File: src/rtl/cdb_pkg.sv
package cdb_pkg;

  typedef enum logic [1:0] {
    CS_IDLE   = 2'd0,
    CS_REQ    = 2'd1,
    CS_SETTLE = 2'd2,
    CS_REL    = 2'd3
  } cdb_state_e;

  localparam int LEN_W = 5;
  localparam int IDX_W = 4;
  localparam logic [7:0] PREFIX_BYTE = 8'h1F;

endpackage

File: src/rtl/cdb_sync.sv
module cdb_sync #(
  parameter int STAGES = 2,
  parameter int WIDTH  = 2
) (
  input  logic             clk,
  input  logic             rst_n,
  input  logic [WIDTH-1:0] d_i,
  output logic [WIDTH-1:0] q_o
);
  generate
    if (STAGES == 0) begin : g_bypass
      assign q_o = d_i;
    end else begin : g_chain
      logic [WIDTH-1:0] stage_q [STAGES];
      always_ff @(posedge clk or negedge rst_n) begin
        if (!rst_n) begin
          for (int i = 0; i < STAGES; i++) stage_q[i] <= '0;
        end else begin
          stage_q[0] <= d_i;
          for (int i = 1; i < STAGES; i++) stage_q[i] <= stage_q[i-1];
        end
      end
      assign q_o = stage_q[STAGES-1];
    end
  endgenerate
endmodule

File: src/rtl/cdb_len_decode.sv
module cdb_len_decode
  import cdb_pkg::*;
(
  input  logic [7:0]       opcode_i,
  output logic [LEN_W-1:0] len_o
);
  always_comb begin
    unique case (opcode_i)
      8'h88, 8'h8A, 8'h8F, 8'h91, 8'h9E, 8'h9F: len_o = LEN_W'(16);
      8'hA0:                                     len_o = LEN_W'(12);
      default: begin
        if (opcode_i == 8'h05 || (opcode_i >= 8'h20 && opcode_i <= 8'h7D))
          len_o = LEN_W'(10);
        else
          len_o = LEN_W'(6);
      end
    endcase
  end

  // only the four legal group lengths leave the decoder
  always_comb begin
    a_r4_len_legal: assert (len_o == 5'd6 || len_o == 5'd10 || len_o == 5'd12 || len_o == 5'd16);
  end
endmodule

File: src/rtl/cdb_wait_timer.sv
module cdb_wait_timer #(
  parameter int SETTLE_CYC = 50,
  parameter int TMO_CYC    = 375_000_000
) (
  input  logic clk,
  input  logic rst_n,
  input  logic clr_i,
  output logic settle_hit_o,
  output logic tmo_hit_o
);
  localparam int TW = $clog2(TMO_CYC + 1);
  localparam logic [TW-1:0] SETTLE_LAST = TW'(SETTLE_CYC - 1);
  localparam logic [TW-1:0] TMO_LAST    = TW'(TMO_CYC - 1);

  logic [TW-1:0] cnt_q, cnt_d;
  logic          cnt_en;

  assign cnt_en = clr_i || (cnt_q != TMO_LAST);

  always_comb begin
    if (clr_i) cnt_d = '0;
    else       cnt_d = cnt_q + TW'(1);
  end

  always_ff @(posedge clk or negedge rst_n) begin
    if (!rst_n)      cnt_q <= '0;
    else if (cnt_en) cnt_q <= cnt_d;
  end

  assign settle_hit_o = (cnt_q >= SETTLE_LAST);
  assign tmo_hit_o    = (cnt_q == TMO_LAST);

  // the counter never runs past its last value
  a_r10_tmr_bound: assert property (@(posedge clk) disable iff (!rst_n)
    cnt_q <= TMO_LAST);
endmodule

File: src/rtl/cdb_hs_ctrl.sv
module cdb_hs_ctrl
  import cdb_pkg::*;
(
  input  logic             clk,
  input  logic             rst_n,
  input  logic             start_i,
  input  logic             ack_s_i,
  input  logic             brst_s_i,
  input  logic [7:0]       data_i,
  input  logic [LEN_W-1:0] dec_len_i,
  input  logic             settle_hit_i,
  input  logic             tmo_hit_i,
  output logic             tmr_clr_o,
  output logic             req_o,
  output logic             byte_vld_o,
  output logic [IDX_W-1:0] byte_idx_o,
  output logic [7:0]       byte_data_o,
  output logic             done_o,
  output logic [LEN_W-1:0] count_o
);
  cdb_state_e       st_q, st_d;
  logic             req_q, req_d;
  logic [LEN_W-1:0] cnt_q, cnt_d;
  logic [LEN_W-1:0] len_q, len_d;
  logic             first_q, first_d;
  logic             pre_q, pre_d;
  logic             vld_q, vld_d;
  logic [IDX_W-1:0] idx_q, idx_d;
  logic [7:0]       dat_q, dat_d;
  logic             done_q, done_d;
  logic [LEN_W-1:0] cnt_inc;
  logic             is_prefix;

  assign cnt_inc   = cnt_q + LEN_W'(1);
  assign is_prefix = first_q && (data_i == PREFIX_BYTE);

  always_comb begin
    st_d    = st_q;
    req_d   = req_q;
    cnt_d   = cnt_q;
    len_d   = len_q;
    first_d = first_q;
    pre_d   = pre_q;
    vld_d   = 1'b0;
    idx_d   = idx_q;
    dat_d   = dat_q;
    done_d  = 1'b0;
    unique case (st_q)
      CS_IDLE: begin
        if (start_i) begin
          st_d    = CS_REQ;
          req_d   = 1'b1;
          cnt_d   = '0;
          first_d = 1'b1;
          pre_d   = 1'b0;
        end
      end
      CS_REQ: begin
        if (brst_s_i || (!ack_s_i && tmo_hit_i)) begin
          st_d   = CS_IDLE;
          req_d  = 1'b0;
          done_d = 1'b1;
        end else if (ack_s_i) begin
          st_d = CS_SETTLE;
        end
      end
      CS_SETTLE: begin
        if (settle_hit_i) begin
          st_d    = CS_REL;
          req_d   = 1'b0;
          first_d = 1'b0;
          pre_d   = is_prefix;
          if (!is_prefix) begin
            vld_d = 1'b1;
            idx_d = cnt_q[IDX_W-1:0];
            dat_d = data_i;
            if (cnt_q == '0) len_d = dec_len_i;
          end
        end
      end
      CS_REL: begin
        if (brst_s_i || (ack_s_i && tmo_hit_i)) begin
          st_d   = CS_IDLE;
          done_d = 1'b1;
        end else if (!ack_s_i) begin
          if (pre_q) begin
            st_d  = CS_REQ;
            req_d = 1'b1;
          end else if (cnt_inc == len_q) begin
            st_d   = CS_IDLE;
            cnt_d  = cnt_inc;
            done_d = 1'b1;
          end else begin
            st_d  = CS_REQ;
            req_d = 1'b1;
            cnt_d = cnt_inc;
          end
        end
      end
      default: st_d = CS_IDLE;
    endcase
  end

  always_ff @(posedge clk or negedge rst_n) begin
    if (!rst_n) begin
      st_q    <= CS_IDLE;
      req_q   <= 1'b0;
      cnt_q   <= '0;
      len_q   <= LEN_W'(6);
      first_q <= 1'b0;
      pre_q   <= 1'b0;
      vld_q   <= 1'b0;
      idx_q   <= '0;
      dat_q   <= '0;
      done_q  <= 1'b0;
    end else begin
      st_q    <= st_d;
      req_q   <= req_d;
      cnt_q   <= cnt_d;
      len_q   <= len_d;
      first_q <= first_d;
      pre_q   <= pre_d;
      vld_q   <= vld_d;
      idx_q   <= idx_d;
      dat_q   <= dat_d;
      done_q  <= done_d;
    end
  end

  assign tmr_clr_o   = (st_d != st_q);
  assign req_o       = req_q;
  assign byte_vld_o  = vld_q;
  assign byte_idx_o  = idx_q;
  assign byte_data_o = dat_q;
  assign done_o      = done_q;
  assign count_o     = cnt_q;

  // no request is outstanding while idle
  a_r1_idle_no_req: assert property (@(posedge clk) disable iff (!rst_n)
    (st_q == CS_IDLE) |-> !req_q);
  // REQ is already dropped when a byte is presented
  a_r2_req_low_on_strobe: assert property (@(posedge clk) disable iff (!rst_n)
    vld_q |-> !req_q);
  // later byte indices stay inside the decoded length
  a_r3_idx_in_len: assert property (@(posedge clk) disable iff (!rst_n)
    (vld_q && idx_q != '0) |-> ({1'b0, idx_q} < len_q));
  // done lasts one cycle
  a_r9_done_single: assert property (@(posedge clk) disable iff (!rst_n)
    done_q |=> !done_q);
  // count holds while idle without a start
  a_r9_count_hold: assert property (@(posedge clk) disable iff (!rst_n)
    (st_q == CS_IDLE && !start_i) |=> $stable(cnt_q));
  // bus reset during a wait ends the collection next cycle
  a_r12_rst_abort: assert property (@(posedge clk) disable iff (!rst_n)
    (brst_s_i && (st_q == CS_REQ || st_q == CS_REL)) |=> (done_q && !req_q));
  // the count never exceeds the longest command
  a_r9_count_max: assert property (@(posedge clk) disable iff (!rst_n)
    cnt_q <= LEN_W'(16));
endmodule

File: src/rtl/cdb_capture.sv
module cdb_capture
  import cdb_pkg::*;
#(
  parameter int CLK_HZ      = 125_000_000,
  parameter int SETTLE_NS   = 400,
  parameter int TIMEOUT_US  = 3_000_000,
  parameter int SYNC_STAGES = 2
) (
  input  logic             clk,
  input  logic             rst_n,
  input  logic             start_i,
  input  logic             scsi_ack_i,
  input  logic             scsi_rst_i,
  input  logic [7:0]       scsi_data_i,
  output logic             scsi_req_o,
  output logic             byte_vld_o,
  output logic [IDX_W-1:0] byte_idx_o,
  output logic [7:0]       byte_data_o,
  output logic             done_o,
  output logic [LEN_W-1:0] rx_count_o
);
  localparam longint SETTLE_L = (longint'(CLK_HZ) * longint'(SETTLE_NS)
                                 + longint'(999_999_999)) / longint'(1_000_000_000);
  localparam longint TMO_L    = (longint'(CLK_HZ) / longint'(1_000_000)) * longint'(TIMEOUT_US);
  localparam int SETTLE_CYC   = (SETTLE_L < 1) ? 1 : int'(SETTLE_L);
  localparam int TMO_CYC      = (TMO_L <= SETTLE_L) ? SETTLE_CYC + 1 : int'(TMO_L);

  logic       rst_meta_q, rst_sync_n;
  logic [1:0] bus_s;
  logic [LEN_W-1:0] dec_len;
  logic       tmr_clr, settle_hit, tmo_hit;

  always_ff @(posedge clk or negedge rst_n) begin
    if (!rst_n) begin
      rst_meta_q <= 1'b0;
      rst_sync_n <= 1'b0;
    end else begin
      rst_meta_q <= 1'b1;
      rst_sync_n <= rst_meta_q;
    end
  end

  cdb_sync #(.STAGES(SYNC_STAGES), .WIDTH(2)) u_sync (
    .clk   (clk),
    .rst_n (rst_sync_n),
    .d_i   ({scsi_rst_i, scsi_ack_i}),
    .q_o   (bus_s)
  );

  cdb_len_decode u_dec (
    .opcode_i (scsi_data_i),
    .len_o    (dec_len)
  );

  cdb_wait_timer #(.SETTLE_CYC(SETTLE_CYC), .TMO_CYC(TMO_CYC)) u_tmr (
    .clk          (clk),
    .rst_n        (rst_sync_n),
    .clr_i        (tmr_clr),
    .settle_hit_o (settle_hit),
    .tmo_hit_o    (tmo_hit)
  );

  cdb_hs_ctrl u_ctrl (
    .clk          (clk),
    .rst_n        (rst_sync_n),
    .start_i      (start_i),
    .ack_s_i      (bus_s[0]),
    .brst_s_i     (bus_s[1]),
    .data_i       (scsi_data_i),
    .dec_len_i    (dec_len),
    .settle_hit_i (settle_hit),
    .tmo_hit_i    (tmo_hit),
    .tmr_clr_o    (tmr_clr),
    .req_o        (scsi_req_o),
    .byte_vld_o   (byte_vld_o),
    .byte_idx_o   (byte_idx_o),
    .byte_data_o  (byte_data_o),
    .done_o       (done_o),
    .count_o      (rx_count_o)
  );
endmodule

File: config.mk
export PLATFORM = sky130hd
export DESIGN_NAME = cdb_capture
export DESIGN_NICKNAME = d
export VERILOG_FILES = /design/src/rtl/cdb_pkg.sv /design/src/rtl/cdb_sync.sv /design/src/rtl/cdb_len_decode.sv /design/src/rtl/cdb_wait_timer.sv /design/src/rtl/cdb_hs_ctrl.sv /design/src/rtl/cdb_capture.sv
export SDC_FILE = /design/constraint.sdc
export NUM_CORES = 1
export LEC_CHECK = 0
export BUFFER_PORTS_ARGS = -buffer_cell sky130_fd_sc_hd__buf_2
export CAP_MARGIN = 20
export CORE_MARGIN = 1.5
export CORE_UTILIZATION = 59
export CTS_CLUSTER_SIZE = 10
export DETAILED_ROUTE_END_ITERATION = 6
export PLACE_DENSITY = 0.87
export SETUP_SLACK_MARGIN = 0.05
export SLEW_MARGIN = 20
export SYNTH_ARGS = -nofsm -noshare
export SYNTH_HDL_FRONTEND = slang
export SYNTH_SLANG_ARGS = --single-unit
File: constraint.sdc
create_clock -name clk -period 2.06 [get_ports clk]
set_input_delay 0.103 -clock clk [delete_from_list [all_inputs] [get_ports clk]]
set_output_delay 0.103 -clock clk [all_outputs]
set_load 0.02 [all_outputs]
# == After elaboration in Yosys (flattened, before gate mapping) ==
# Cells that the tools add are included.
# op_classes
n_addsub,2
n_lt_le_gt_ge,3
n_eq_ne,23
n_mux,38
bitwise,1
reduce_logical,19
# ops
op,count
$eq 8x8->1 const B,7
$add 29x1->29 const B,1
$eq 29x29->1 const B,1
$ge 29x6->1 const B,1
$mux 29,1
$ne 29x29->1 const B,1
$mux 5,4
$pmux 5 s2,2
$mux 1,18
$mux 2,7
$ne 2x2->1 const B,5
$eq 8x3->1 const B,1
$eq 8x5->1 const B,1
$ge 8x6->1 const B,1
$le 8x7->1 const B,1
$pmux 2 s4,1
$pmux 1 s2,3
$reduce_and 3->1,2
$reduce_and 6->1,1
$reduce_or 6->1,1
$add 5x1->5 const B,1
$eq 5x5->1,1
$logic_not 5->1,1
$reduce_and 5->1,1
14 further kinds,22
# totals
regBits,64
in_bits,13
out_inout_bits,20
wordCells,101

# == Depth between registers and ports, before layout ==
# Gate-level depths: netlist (run 1).
# depth
word_depth,9
ltp_mapped,11
depth_no_buf,8

# == Cells and area by module ==
# From an unflattened synthesis (run 1), not the netlist that was laid out.
# unflattened
hier_cells,360
hier_area_um2,3646.0
# modules_own_cells
mod,instances,cells_each,area_per_inst_um2,seq_area_each_um2
cdb_wait_timer,1,177,1692.9,725.7
cdb_hs_ctrl,1,151,1631.6,728.2
cdb_len_decode,1,23,152.6,0.0
cdb_sync,1,6,115.1,100.1
cdb_capture,1,3,53.8,50.0

# == Least setup slack after synthesis (run 1) ==
# OpenSTA, ideal clock, no wires.
# synth_timing
path_type,reg2reg
startpoint,register u_ctrl.cnt_q[0] (netlist: u_ctrl.count_o[0])
endpoint,register u_tmr.cnt_q[18]
setup_ns,0.080
arrival_ns,2.342
required_ns,1.980
path_slack_ns,-0.363
path_stages_with_launch,10
n_path_buf,2
synth_period_minus_slack_ns,2.423
cell_sequence,dfrtp_1 ha_1 nor2b_1 or3_1 a311oi_2 o22ai_1 a31o_1 buf_6 buf_6 nor3_2
# synth_via
elab_chain_len,9
elab_cells_between_ends,10
classes_between,add/sub: 1; eq/ne: 2; mux: 6; reduce/logical: 1
# synth_lines
element,line,rtl
from (decl),cdb_hs_ctrl.sv:23,"logic [LEN_W-1:0] cnt_q, cnt_d;"
from (signal assigned),cdb_hs_ctrl.sv:119,cnt_q <= cnt_d;
$add 5x1->5 *,cdb_hs_ctrl.sv:34,assign cnt_inc = cnt_q + LEN_W'(1);
$eq 5x5->1 *,cdb_hs_ctrl.sv:89,end else if (cnt_inc == len_q) begin
$mux 1 *,cdb_hs_ctrl.sv:89,
$mux 2 *,cdb_hs_ctrl.sv:86,if (pre_q) begin
$mux 2 *,cdb_hs_ctrl.sv:85,end else if (!ack_s_i) begin
$mux 2 *,cdb_hs_ctrl.sv:82,if (brst_s_i || (ack_s_i && tmo_hit_i)) begin
$pmux 2 s4 *,cdb_hs_ctrl.sv:48,unique case (st_q)
$ne 2x2->1 *,cdb_hs_ctrl.sv:130,assign tmr_clr_o = (st_d != st_q);
$mux 29 or $logic_or 1x1->1 (tied branches),"cdb_wait_timer.sv:21, cdb_wait_timer.sv:18",
to (signal assigned),cdb_wait_timer.sv:27,else if (cnt_en) cnt_q <= cnt_d;
to (decl),cdb_wait_timer.sv:15,"logic [TW-1:0] cnt_q, cnt_d;"
# Every way passes the cells marked *; elsewhere a longest branch is shown, timed or not.
# A chain may end at the register's enable or synchronous reset.

# == Worst setup path in the final report (run 1) ==
# layout_timing
startpoint,register u_tmr.cnt_q[18]
endpoint,register u_tmr.cnt_q[8]
# layout_via
elab_chain_len,7
elab_cells_between_ends,14
classes_between,order compare: 1; eq/ne: 3; mux: 5; reduce/logical: 5
# layout_lines
element
"parallel branches: the longest is 7 deep, another holds $ge 29x6->1"
# Several ways; the timed one is not identified.

==> results of run 1 <==
## critical path, stage by stage, from the launching register on
cell and delay, ns:
dfrtp_1 0.41, or4_4 0.61, nor3_4 0.24, and3_4 0.25
o22ai_1 0.11, a31o_4 0.27, clkbuf_16 0.20, nor3_4 0.24
## through the flow
step	utilization	std cells	hold slack [ns]	setup TNS, ns
after detailed placement	0.744	506	-0.111	-6.82
after global placement	0.744	506	-0.111	-5.01
after CTS	0.831	532	0.0290	-7.30
after floorplan	-	364	-0.193	-3.11
final	0.897	543	0.0403	-13.72
after global routing	0.897	543	0.0345	-16.44
## how the worst max path moves through the flow
stage | to | slack (ns)
floorplan | u_tmr.cnt_q[18] | -0.14
global placement | u_ctrl.st_q[0] | -0.16
detailed placement | u_ctrl.st_q[0] | -0.22
CTS | u_tmr.cnt_q[16] | -0.21
global route | u_tmr.cnt_q[3] | -0.44
finish | u_tmr.cnt_q[8] | -0.38
## kinds of logic after synthesis
group / count (synthesis) / synth area share
simple gates: 159 / 0.256
flops: 63 / 0.448
compound gates: 59 / 0.113
buf+inv: 32 / 0.0419
xor+xnor: 31 / 0.0770
mux: 11 / 0.0348
fa+ha+maj: 8 / 0.0284
other cells: 1 / 0.00106
## registers in the layout, summed over array words and instances (netlist names)
name,cells
u_ctrl.first_q,1
u_ctrl.byte_data_o,8
u_sync.q_o,2
u_tmr.cnt_q,29
u_ctrl.byte_idx_o,4
u_ctrl.st_q,2
u_ctrl.count_o,5
u_ctrl.done_o,1
rst_meta_q,1
rst_sync_n,1
u_ctrl.len_q,4
u_ctrl.req_o,1
u_ctrl.pre_q,1
u_ctrl.byte_vld_o,1
u_sync.g_chain.stage_q,2
## power by group
part | total [uW] | switching (uW) | leakage [uW] | internal [uW]
logic | 2010 | 1170 | 0.00133 | 833
clock network | 1000 | 539 | 0.0000862 | 464
registers | 1390 | 80.9 | 0.000839 | 1310
## metal layers
metal | vias up | GRT usage | wire length (um)
met5 | - | 0 | 0
met2 | 475 | 0.666 | 6940
met4 | 0 | 0.226 | 1530
li1 | 1543 | - | -
met1 | 1902 | 0.515 | 5220
met3 | 194 | 0.114 | 2030
## layout by cell type (no fill, tap or decap), types with 11 or more instances in the layout
cell,synthesis,routed
buf_2,4,32
buf_4,0,52
buf_6,3,11
dfrtp_1,61,58
nand2_1,29,22
nand3_1,18,15
nand4_1,13,13
nor2_1,19,18
nor3_1,26,14
nor3_2,12,15
xnor2_1,13,12
xor2_1,18,18
## layout make-up
| type | instances | area [um^2] | share of cell area |
|---|---|---|---|
| Antenna cell | 3 | 7.51 | 0.00148 |
| Clock buffer | 12 | 145 | 0.0287 |
| Clock inverter | 4 | 22.5 | 0.00445 |
| Inverter | 12 | 50.0 | 0.00989 |
| Multi-Input combinational cell | 269 | 2230 | 0.441 |
| Sequential cell | 63 | 1580 | 0.313 |
| Tap cell | 72 | 90.1 | 0.0178 |
| Timing Repair Buffer | 108 | 932 | 0.184 |
## timing repair
action | 4_1_cts | 5_1_grt
hold buffers | 3 | 0
cloned | 1 | 4
endpoints found under the hold margin | 4 | 0
resized for setup | 49 | 52
setup buffers | 7 | 6
pin swaps | 9 | 25
setup endpoints to repair | 50 | 57
==> results.json, run 1 <==
{
  "clk_latency_ns": 0.37,
  "avgSynthCellArea_um2": 9.68,
  "start_kind": "register",
  "cts_max_level": 3,
  "r2r_end": "u_tmr.cnt_q[8]",
  "leakagePower_uw": 0.00226,
  "cts_tree": "built",
  "fin_area_mm2": 0.00506,
  "nets": 484,
  "rrSetupSlack_ns": -0.38,
  "clk_pin_slew_ns": 0.08,
  "grt_pass1_wl_um": 19800,
  "critPathLaunch": "u_tmr.cnt_q[18]",
  "wl_um": 15700,
  "fillers": 210,
  "fin_total_pwr_uw": 4400,
  "fmax_mhz": 411,
  "synthFlopType": "dfrtp_1",
  "antenna_found_initial": 3,
  "yosys.area.top_type": "dfrtp_1",
  "critPathMaxFanout": 14,
  "synth_cells": 364,
  "drtPass1Iterations": 7,
  "drv_cap": 0,
  "path_class": "register to register",
  "synth.top_cell.area_share": 0.433,
  "fp.dieH_um": 80.3,
  "wl_per_cell_um": 29.0,
  "worst_ep_arrival_time_ns": 2.72,
  "outcome": "finished, violations left",
  "core_mm2": 0.00564,
  "tightest_slew_ns": 0.764,
  "drc": 0,
  "drt-initial-drc-count": 719,
  "ys_ff_latch": 63,
  "io_buffers": 32,
  "maxSlewHeadroom": 0.490,
  "synth_commonest_cells": "dfrtp_1 (61), nand2_1 (29), nor3_1 (26), nor2_1 (19), o21ai_0 (19)",
  "grt_pass1_vias": 3729,
  "finalHoldViolCount": 0,
  "skew_ns": 0.0153,
  "period_needed_ns": 2.44,
  "dp_hpwl_um": 6410,
  "ff2ff_path_depth": 7,
  "whs_endpoint": "u_ctrl.byte_data_o[7]",
  "hp-class": "input pin to register",
  "syn-cell-area_mm2": 0.00352,
  "root_buffer": "clkbuf_8",
  "setup_viol": 54,
  "vias": 4114,
  "yosysSeqAreaShare": 0.448,
  "post-place-ws_ns": -0.218,
  "required_ns": 2.34,
  "synth_most_common_cell": "dfrtp_1",
  "yosys-top-cells-area": "dfrtp_1 (43%), xor2_1 (4.5%), nor3_1 (3.7%)",
  "worst_hold_startpoint": "scsi_data_i[7]",
  "slew_violations": 0,
  "vias_per_cell": 7.58,
  "grt_usage": 0.419,
  "rows": 27,
  "whs_path_depth": 2,
  "cp-end-kind": "register",
  "floorplan.initialDensity": 0.625,
  "ios": 33,
  "clockBufferDepth": 2,
  "ant_nets": 0,
  "synth-async-reset-ratio": 1.00,
  "cts_sinks": 63,
  "layout-drive-gt1-share": 0.451,
  "synth_warnings": 0,
  "die_w_um": 80.3,
  "violations": "setup timing",
  "synth_edf_count": 0,
  "yosysUniqueCellTypes": 52,
  "gp_congestion": 0.862,
  "peakVddDrop_v": 0.000779,
  "r2r_start": "u_tmr.cnt_q[18]",
  "placed_area_mm2": 0.00420,
  "worst_slack_ns": -0.376,
  "rsz0062_at_grt": "true",
  "gr-total-overflow": 0,
  "syn_to_final_growth_pct": 43.6,
  "syn_nets": 385,
  "die_area_mm2": 0.00645,
  "p_per_area_mw_per_mm2": 870,
  "grt_max_degree": 45,
  "cts_buffers": 9,
  "period_share": 1.18
}
No activity file was read; power rests on OpenSTA's default activity.
==> run 2, diff against run 1 <==
==> constraint.sdc (replaced) <==
create_clock -name clk -period 2.06 [get_ports clk]
set_input_delay 0.103 -clock clk [delete_from_list [all_inputs] [get_ports clk]]
set_output_delay 0.103 -clock clk [all_outputs]
set_load 0.005 [all_outputs]
==> run 2 against run 1 <==
Clock-buffer cell count rose by 2. Largest power group unchanged. Register-to-register slack worse by 0.09 ns. Global-route usage decreased by 4.9 points. The run still ends with setup timing left.
==> results.json, run 2 (synthesis results as in run 1) <==
{
  "switching_share": 0.368,
  "power_frac_clock": 0.275,
  "path_cells": "or4_4, nor3_4, and3_4, o22ai_1, a31o_1, buf_4, nor3_1",
  "seqPwrFrac": 0.326,
  "cts_sinks": 63,
  "period_needed_ns": 2.53,
  "period_share": 1.23,
  "cts_max_level": 3,
  "grt_max_degree": 24,
  "setup_viol": 51,
  "multi_input_area_mm2": 0.00216,
  "die_w_um": 80.3,
  "drt-initial-drc-count": 505,
  "grt_pass1_wl_um": 17700,
  "crit_family": "simple AND/OR/NAND/NOR gates",
  "nets": 487,
  "place_inst": 503,
  "grt_pass1_vias": 3562,
  "tightest_slew_ns": 0.725,
  "maxSlewHeadroom": 0.510,
  "skew_ns": 0.0128,
  "peakVddDrop_v": 0.000669,
  "p_comb_frac": 0.399,
  "fmax_mhz": 395,
  "syn_to_final_growth_pct": 41.6,
  "rsz0062_at_grt": "true",
  "critPathSlowestCell": "or4_4",
  "final_cell_mix": "dfrtp_1 (60), buf_4 (54), buf_2 (33)",
  "io_buffers": 32,
  "clk_latency_ns": 0.36,
  "wl_um": 13800,
  "layoutNonFillerInstCount": 543,
  "vias": 3818,
  "worst_ep_arrival_time_ns": 2.78,
  "finalHoldViolCount": 0,
  "leakagePower_uw": 0.00229,
  "grt_usage": 0.369,
  "rows": 27,
  "violations": "setup timing",
  "outcome": "finished, violations left",
  "drtPass1Iterations": 5,
  "start_kind": "register",
  "cp-end-kind": "register",
  "post-route-util": 0.885,
  "root_buffer": "clkbuf_8",
  "core_mm2": 0.00564,
  "drv_cap": 0,
  "p_per_area_mw_per_mm2": 850,
  "switchingPower_uw": 1560,
  "clockBufferDepth": 2,
  "slew_violations": 0,
  "gr-total-overflow": 0,
  "max_stage_delay_ns": 0.61,
  "critPathMaxFanout": 10,
  "largest_reg_flops": 29,
  "vias_per_cell": 7.03,
  "required_ns": 2.31,
  "antenna_found_initial": 0,
  "fp.dieH_um": 80.3,
  "floorplan.initialDensity": 0.625,
  "mostFrequentLayoutCell": "dfrtp_1",
  "cp_num_buf_inv": 1,
  "cts_tree": "built",
  "gp_congestion": 0.897,
  "ios": 33,
  "clk_pin_slew_ns": 0.08,
  "ant_nets": 0,
  "antenna_cells": 0,
  "internal_power_uw": 2680,
  "largest_register": "u_tmr.cnt_q",
  "hp-class": "input pin to register",
  "seq_area_mm2": 0.00158,
  "layout-drive-gt1-share": 0.420,
  "die_area_mm2": 0.00645,
  "wl_per_cell_um": 25.4,
  "path_class": "register to register",
  "cts_buffers": 9,
  "drc": 0,
  "dp_hpwl_um": 6130,
  "fillers": 216,
  "worst_slack_ns": -0.470
}
[run 2: cell count changes in the layout (fill, tap and decap cells not counted), moves of 4 or more]
cell / previous run / this run
o21ai_0: 9 / 13
o21ai_1: 5 / 1
mux2_2: 10 / 0
buf_6: 11 / 15
mux2_4: 0 / 10
nor3_2: 15 / 11
nor3_1: 14 / 19
[run 2: final cells by class]
| cell class | instances | area share |
|---|---|---|
| Inverter | 12 | 0.00953 |
| Multi-Input combinational cell | 269 | 0.432 |
| Tap cell | 72 | 0.0180 |
| Clock inverter | 2 | 0.00752 |
| Clock buffer | 14 | 0.0346 |
| Sequential cell | 63 | 0.317 |
| Timing Repair Buffer | 111 | 0.182 |
[run 2: timing repair]
item	in CTS	in global routing
hold buffers	3	0
setup endpoints to repair	47	51
pin swaps	12	23
buffers inserted	13	7
endpoints found under the hold margin	4	0
gates cloned	2	2
resized for setup	39	51
[run 2: metrics by stage]
stage | total power, uW | worst slack (ns) | TNS (ns) | hold WS (ns) | instance area (um^2)
after floorplan | 2160 | -0.114 | -2.34 | -0.193 | 3590
after global routing | 4370 | -0.491 | -16.81 | 0.0343 | 4990
final | 4240 | -0.470 | -14.24 | 0.0347 | 4990
after CTS | 3820 | -0.193 | -7.00 | 0.0391 | 4680
after global placement | 2510 | -0.129 | -3.80 | -0.113 | 4160
after detailed placement | 2560 | -0.172 | -5.86 | -0.109 | 4160
[run 2: power by group through the flow]
stage	Sequential [uW]	Clock [uW]	Combinational, uW
2_1_floorplan	1410	0	751
3_3_place_gp	1390	0	1120
3_5_place_dp	1400	0	1160
4_1_cts	1370	1130	1320
5_1_grt	1390	1210	1760
6_report	1380	1170	1690
[run 2: worst paths after layout]
kind                                      start                     to  slack (ns)  cells past startpoint
worst max register to register  u_tmr.cnt_q[21]        u_tmr.cnt_q[14]       -0.47                      7
min in group asynchronous                 rst_n             rst_meta_q        0.06                      2
worst min-delay path             scsi_data_i[7]  u_ctrl.byte_data_o[7]        0.03                      2
worst min register to register       rst_sync_n         u_ctrl.st_q[1]        0.24                      0
worst max-delay path            u_tmr.cnt_q[21]        u_tmr.cnt_q[14]       -0.47                      7
max in group asynchronous            rst_sync_n        u_ctrl.len_q[1]        1.08                      1
[run 2: per-layer routing]
layer  global-route usage  vias to the layer above  wire length, um
met4                0.205                        0             1180
li1                     -                     1525                -
met3                0.109                      127             1440
met1                0.421                     1798             4780
met2                0.617                      368             6410
met5                    0                        -                0
